==> src/rtl/can_irq_pkg.sv <==
package can_irq_pkg;

  typedef enum logic [2:0] {
    ES_ACTIVE  = 3'd0,
    ES_PASSIVE = 3'd1,
    ES_BUSOFF  = 3'd2
  } err_state_e;

  localparam logic [1:0] ADR_ENABLE  = 2'd0;
  localparam logic [1:0] ADR_CLEAR   = 2'd1;
  localparam logic [1:0] ADR_CODE_EN = 2'd2;
  localparam logic [1:0] ADR_PENDING = 2'd3;

  // Error state from the counter top bits and the overflow flag.
  function automatic err_state_e err_state_of(input logic tx_hi,
                                              input logic rx_hi,
                                              input logic boff);
    if (boff)               return ES_BUSOFF;
    else if (tx_hi || rx_hi) return ES_PASSIVE;
    else                     return ES_ACTIVE;
  endfunction

  // Next value of one pending bit: a set overrides a clear.
  function automatic logic pend_next(input logic cur, input logic clr, input logic set);
    return set | (cur & ~clr);
  endfunction

endpackage

==> src/rtl/can_irq_errsrc.sv <==
module can_irq_errsrc
  import can_irq_pkg::*;
#(
  parameter int CNT_W = 8
) (
  input  logic             clk,
  input  logic             rst_n,
  input  logic             err_mode,
  input  logic             err_event,
  input  logic             cnt_inc,
  input  logic [CNT_W-1:0] tx_cnt,
  input  logic [CNT_W-1:0] rx_cnt,
  input  logic             bus_off,
  output logic             err_set,
  output logic [2:0]       state_q
);

  err_state_e state_now;
  err_state_e state_r;
  logic       state_moved;

  assign state_now   = err_state_of(tx_cnt[CNT_W-1], rx_cnt[CNT_W-1], bus_off);
  assign state_moved = (state_now != state_r);

  always_ff @(posedge clk) begin
    if (!rst_n) state_r <= ES_ACTIVE;
    else        state_r <= state_now;
  end

  always_comb begin
    if (err_mode) err_set = cnt_inc & state_moved;
    else          err_set = err_event;
  end

  assign state_q = state_r;

endmodule

==> src/rtl/can_irq_prio.sv <==
module can_irq_prio #(
  parameter  int NBUF  = 15,
  localparam int SRC_W = NBUF + 1,
  localparam int IDX_W = $clog2(NBUF + 1)
) (
  input  logic [SRC_W-1:0] req,
  output logic             flag,
  output logic [IDX_W-1:0] code
);

  // Scan downwards so the lowest buffer index is the last to be written.
  always_comb begin
    flag = 1'b0;
    code = '0;
    for (int i = NBUF - 1; i >= 0; i--) begin
      if (req[i]) begin
        flag = 1'b1;
        code = IDX_W'(i + 1);
      end
    end
    if (req[NBUF]) begin
      flag = 1'b1;
      code = '0;
    end
  end

endmodule

==> src/rtl/can_irq_ctrl.sv <==
module can_irq_ctrl
  import can_irq_pkg::*;
#(
  parameter  int NBUF  = 15,
  parameter  int CNT_W = 8,
  localparam int SRC_W = NBUF + 1,
  localparam int IDX_W = $clog2(NBUF + 1),
  localparam int ST_W  = IDX_W + 4
) (
  input  logic             clk,
  input  logic             rst_n,
  input  logic             wr_en,
  input  logic [1:0]       addr,
  input  logic [SRC_W-1:0] wr_data,
  output logic [SRC_W-1:0] rd_data,
  input  logic [NBUF-1:0]  buf_event,
  input  logic             err_event,
  input  logic             err_mode,
  input  logic             cnt_inc,
  input  logic [CNT_W-1:0] tx_cnt,
  input  logic [CNT_W-1:0] rx_cnt,
  input  logic             bus_off,
  output logic             irq,
  output logic [ST_W-1:0]  status
);

  logic [SRC_W-1:0] pend_q, en_q, cen_q;
  logic [SRC_W-1:0] set_vec, clr_vec;
  logic             err_set;
  logic [2:0]       state_q;
  logic             code_flag;
  logic [IDX_W-1:0] code_idx;

  can_irq_errsrc #(.CNT_W(CNT_W)) u_errsrc (
    .clk       (clk),
    .rst_n     (rst_n),
    .err_mode  (err_mode),
    .err_event (err_event),
    .cnt_inc   (cnt_inc),
    .tx_cnt    (tx_cnt),
    .rx_cnt    (rx_cnt),
    .bus_off   (bus_off),
    .err_set   (err_set),
    .state_q   (state_q)
  );

  assign set_vec = {err_set, buf_event};
  assign clr_vec = (wr_en && addr == ADR_CLEAR) ? wr_data : '0;

  for (genvar b = 0; b < SRC_W; b++) begin : g_pend
    always_ff @(posedge clk) begin
      if (!rst_n) pend_q[b] <= 1'b0;
      else        pend_q[b] <= pend_next(pend_q[b], clr_vec[b], set_vec[b]);
    end
  end

  always_ff @(posedge clk) begin
    if (!rst_n) begin
      en_q  <= '0;
      cen_q <= '0;
    end else if (wr_en) begin
      if (addr == ADR_ENABLE)  en_q  <= wr_data;
      if (addr == ADR_CODE_EN) cen_q <= wr_data;
    end
  end

  can_irq_prio #(.NBUF(NBUF)) u_prio (
    .req  (pend_q & cen_q),
    .flag (code_flag),
    .code (code_idx)
  );

  assign irq    = |(pend_q & en_q);
  assign status = {state_q, code_flag, code_idx};

  always_comb begin
    case (addr)
      ADR_ENABLE:  rd_data = en_q;
      ADR_CODE_EN: rd_data = cen_q;
      ADR_PENDING: rd_data = pend_q;
      default:     rd_data = '0;
    endcase
  end

endmodule

==> config.mk <==
export PLATFORM = sky130hd
export DESIGN_NAME = can_irq_ctrl
export DESIGN_NICKNAME = d
export VERILOG_FILES = /design/src/rtl/can_irq_pkg.sv /design/src/rtl/can_irq_errsrc.sv /design/src/rtl/can_irq_prio.sv /design/src/rtl/can_irq_ctrl.sv
export SDC_FILE = /design/constraint.sdc
export NUM_CORES = 1
export LEC_CHECK = 0
export BUFFER_PORTS_ARGS = -buffer_cell sky130_fd_sc_hd__buf_2
export CAP_MARGIN = 20
export CORE_AREA = 2 2 106 57
export DETAILED_ROUTE_END_ITERATION = 6
export DIE_AREA = 0 0 108 59
export PLACE_DENSITY = 0.77
export SYNTH_ARGS = -nofsm -noshare
export SYNTH_HDL_FRONTEND = slang
export SYNTH_SLANG_ARGS = --single-unit
==> constraint.sdc <==
create_clock -name clk -period 1.4 [get_ports clk]
set_clock_uncertainty 0.1 [all_clocks]
set_input_delay 0.07 -clock clk [delete_from_list [all_inputs] [get_ports clk]]
set_output_delay 0.07 -clock clk [all_outputs]
set_load 0.03 [all_outputs]
Word level (Yosys, flattened, before mapping)

Index checks and enable logic that the tools add are counted.
W data, S select, Z words.

Equal/unequal tests: 4
Mux-type cells: 37
Bitwise logic cells: 51
Reduce and logical (&&, ||, !) cells: 6

Operators with widths:

| kind                 | count |
|---|---|
| $mux W4              | 16 |
| $pmux W16 S3         | 1 |
| $and A16 B16 Y16     | 2 |
| $mux W1              | 18 |
| $and A1 B1 Y1        | 17 |
| $mux W16             | 1 |
| $not A1 Y1           | 16 |
| $or A1 B1 Y1         | 16 |
| $reduce_or A16 Y1    | 1 |
| $eq A2 B2 Y1 const B | 2 |
| $reduce_and A2 Y1    | 2 |
| $mux W3              | 1 |
| $ne A3 B3 Y1         | 1 |
| $eq A2 B1 Y1 const B | 1 |
| $logic_not A2 Y1     | 1 |
| $logic_and A1 B1 Y1  | 1 |
| $logic_or A1 B1 Y1   | 1 |

Register bits after elaboration: 51
Bits of input ports: 56
Output and inout port bits: 25
Word-level logic and storage cells: 117

Logic depth before layout (Yosys ltp)

Word-level depth: 17
Gate-level depth with buffers: 7
Mapped depth without buffers: 4

Modules after synthesis

Synthesis repeated with hierarchy kept, for this count alone.

Cell total of the unflattened synthesis: 320
Area total of the unflattened synthesis: 2635.0 µm²

By module, submodules not included:

| module         | instances | cells each | area an instance (µm²) | seq. area each (µm²) |
|---|---|---|---|---|
| can_irq_ctrl   | 1         | 274        | 2346.0                 | 960.9 |
| can_irq_prio   | 1         | 33         | 178.9                  | 0.0 |
| can_irq_errsrc | 1         | 13         | 110.1                  | 40.0 |

Worst setup path before layout

No wires, ideal clock.

Path type: register to output
From: reg pend_q[8]
To: out status[1]
Arrival: 1.679 ns
Data required time: 1.230 ns
Setup slack: -0.449 ns
Cell stages (with the launch flop): 5
Path buffers: 0
Cell sequence: dfxtp_1 a22o_1 a31oi_1 o31ai_1 a222oi_1

Word-level cells in the longest chain between the ends: 11

RTL lines:

| element                           | RTL line           | text |
|---|---|---|
| from (decl)                       | can_irq_ctrl.sv:27 | `logic [SRC_W-1:0] pend_q, en_q, cen_q;` |
| from (signal, indexed assignment) | can_irq_ctrl.sv:53 | `else pend_q[b] <= pend_next(pend_q[b], clr_vec[b], set_vec[b]);` |
| $and A16 B16 Y16                  | can_irq_ctrl.sv:68 | `.req (pend_q & cen_q),` |
| $mux W4 (9 in series)             | can_irq_prio.sv:16 | `if (req[i]) begin` |
| $mux W4                           | can_irq_prio.sv:21 | `if (req[NBUF]) begin` |
| to (decl)                         | can_irq_ctrl.sv:24 | `output logic [ST_W-1:0] status` |

No other way between the ends.

Final worst setup path

From: reg pend_q[11]
To: out status[1]

Word-level cells in the longest chain between the ends: 14

RTL lines:

| element                | RTL line |
|---|---|
| $and A16 B16 Y16       | can_irq_ctrl.sv:68 |
| $mux W4 (12 in series) | can_irq_prio.sv:16 |
| $mux W4                | can_irq_prio.sv:21 |

No other way between the ends.

==> results.json <==
{
  "status": "complete, but fails checks",
  "violations": "negative hold slack, negative setup slack",
  "fp.coreArea_mm2": 0.00535,
  "die_h_um": 59,
  "power_density_mw_per_mm2": 805,
  "clkTransAtPathRegs_ns": 0.10,
  "track_usage_pct": 36.6,
  "final_common_cell": "nand2_1",
  "p_sw_mw": 1.13,
  "start_kind": "flop",
  "hold_ws_ns": -0.0124,
  "final_max_slew_viol_count": 0,
  "start_util_pct": 50.1,
  "ys_seq_area_share_pct": 37.3,
  "fmax_ghz": 0.493,
  "critPathBufInv": 1,
  "criticalPathCategory": "reg -> out",
  "num_vias": 3427,
  "hpwl_mm": 6.23,
  "path_delay_family": "compound AO/OA/AOI/OAI gates",
  "p_comb_share_pct": 29.3,
  "synth_area_leaders": "dfxtp_1 37%, nand2_1 11%, a22o_1 8.2%",
  "path_cells": "a22oi_2, nor2b_4, o31ai_2, a222oi_1, buf_4",
  "dieArea_mm2": 0.00637,
  "clock_latency_ns": 0.31,
  "ctsRootBufferMaster": "clkbuf_8",
  "crit_path_top_delay_cell": "dfxtp_4",
  "p_leak_nw": 1.91,
  "synth-edff-count": 0,
  "cp.required_ns": 1.23,
  "clockBufferDepth": 2,
  "io_buffers": 65,
  "ant_nets": 0,
  "die-width_um": 108,
  "drcViolationCount": 0,
  "clockPowerShare_pct": 26.2,
  "drt_iter0_markers": 396,
  "h-tree-depth": 2,
  "final.fill_count": 280,
  "cap_violations": 0,
  "switching_share_pct": 31.9,
  "syn-cell-area_mm2": 0.00268,
  "grt_setup_unrepaired": "yes",
  "end_kind": "output pin",
  "grt.overflow.total": 0,
  "seqPwrFrac_pct": 44.6,
  "ys_ff_latch": 50,
  "io_pins": 81,
  "crit_arrival_ns": 1.86,
  "layout.nets": 516,
  "first_global_vias": 3323,
  "layout_min_cycle_time_ns": 2.03,
  "grt_max_degree": 33,
  "firstDrtPassIters": 7,
  "synth_cell_types": 39,
  "vdd_drop_max_mv": 0.510,
  "hp-class": "in -> reg",
  "syn_nets": 364,
  "area.growth.synth_to_final_pct": 63.7,
  "synthFlopType": "dfxtp_1",
  "drt_wl_total_mm": 12.3,
  "p_total_mw": 3.53,
  "hold_viol_final": 1,
  "utilization_pct": 82.0,
  "grt_antenna_before_repair": 0,
  "fin_tns_setup_ns": -6.19,
  "setup_violations": 22,
  "yosysTopAreaCellShare_pct": 37.3,
  "ys_warn_count": 0,
  "syn_avg_cell_area_um2": 8.70,
  "ys_async_sr_fraction_pct": 0,
  "timing.final.crit_share_pct": 145,
  "syn_inst": 308,
  "wl_per_cell_um": 22.9,
  "fin_ws_ns": -0.629,
  "grt_first_pass_wirelength_mm": 17.4,
  "cpPeakStageDelay_ns": 0.37,
  "final_cell_mix": "82 x nand2_1, 45 x buf_2, 45 x buf_6",
  "cts_buffers": 5,
  "routed_via_density": 6.41,
  "cts.sinks": 50,
  "cp_max_fo": 2,
  "p_int_mw": 2.41,
  "core.rowCount": 19,
  "synth_top_cell_by_area": "dfxtp_1",
  "cts_tree": "done",
  "drive_above_1_share_pct": 50.8,
  "gp_congestion": 0.909
}
sequential cells by signal (all words and copies together), names as in the netlist:
name / count
pend_q: 16
cen_q: 16
u_errsrc.state_q: 2
en_q: 16
Yosys cell counts, types with 3 or more instances:
library cell   n
a221oi_1       4
nand2_1       82
nand2_2       10
nor2b_1        7
mux2_1         5
a22oi_1        3
dfxtp_1       50
buf_4          5
a21boi_1      24
mux2_2        11
buf_6          3
a21oi_2       10
a21oi_1        7
a222oi_1       3
buf_2          3
nor2_1         4
a21boi_0       9
clkbuf_1       8
nand3_1        3
a22o_1        25
nor2b_2       10
layer usage:
layer | global-route usage, % | vias to the layer above | routed length, um
li1 | - | 1398 | -
met1 | 45.0 | 1609 | 4540
met2 | 57.8 | 338 | 5270
met3 | 12.4 | 82 | 1780
met4 | 19.6 | 0 | 679
met5 | 0 | - | 0
timing repair:
| item | CTS | global route |
|---|---|---|
| hold buffers | 33 | 0 |
| pin swaps | 21 | 14 |
| buffers inserted | 7 | 10 |
| cloned | 0 | 0 |
| setup endpoints to repair | 22 | 22 |
| gates resized for setup | 123 | 18 |
| endpoints found under the hold margin | 50 | 0 |
layout make-up:
| class | count | area [um^2] | area share [%] |
|---|---|---|---|
| Sequential cell | 50 | 1050 | 24.0 |
| Clock inverter | 2 | 12.5 | 0.285 |
| Timing Repair Buffer | 165 | 1420 | 32.2 |
| Multi-Input combinational cell | 238 | 1730 | 39.4 |
| Clock buffer | 6 | 82.6 | 1.88 |
| Tap cell | 73 | 91.3 | 2.08 |
| Antenna cell | 1 | 2.50 | 0.0570 |
cell families after synthesis:
group | after synthesis | share of synthesized area (%)
other cells | 1 | 0.140
buf+inv | 20 | 5.09
compound gates | 93 | 27.5
xor+xnor | 1 | 0.327
mux | 16 | 6.72
flops | 50 | 37.3
simple gates | 127 | 22.8
power by group through the flow:
stage	Sequential (mW)	Combinational (mW)	Clock, mW
after floorplan	1.59	0.396	0
after global placement	1.58	0.698	0
after detailed placement	1.58	0.715	0
after CTS	1.57	0.938	0.908
after global routing	1.58	1.07	0.962
final	1.57	1.03	0.925
path summary, 6_finish.rpt:
kind | start | end | slack, ns | cells past startpoint
worst min-delay path | tx_cnt[7] | u_errsrc.state_q[0] | -0.01 | 3
worst min register to register | en_q[1] | en_q[1] | 0.40 | 2
worst max-delay path | pend_q[11] | status[1] | -0.63 | 5
worst max register to register | pend_q[4] | pend_q[4] | 0.23 | 5
through the flow:
| stage | instances | worst slack (ns) | instance area, um^2 |
|---|---|---|---|
| 5_1_grt | 534 | -0.623 | 4390 |
| 3_5_place_dp | 482 | -0.182 | 3430 |
| 3_3_place_gp | 482 | -0.126 | 3430 |
| 2_1_floorplan | 308 | -0.400 | 2690 |
| 6_report | 535 | -0.629 | 4390 |
| 4_1_cts | 530 | -0.428 | 4310 |
worst min-delay path, stage by stage:
cell	delay (ns)
buf_2	0.07
nor2_1	0.04
nor3b_1	0.16
(Power assumes the default switching activity.)
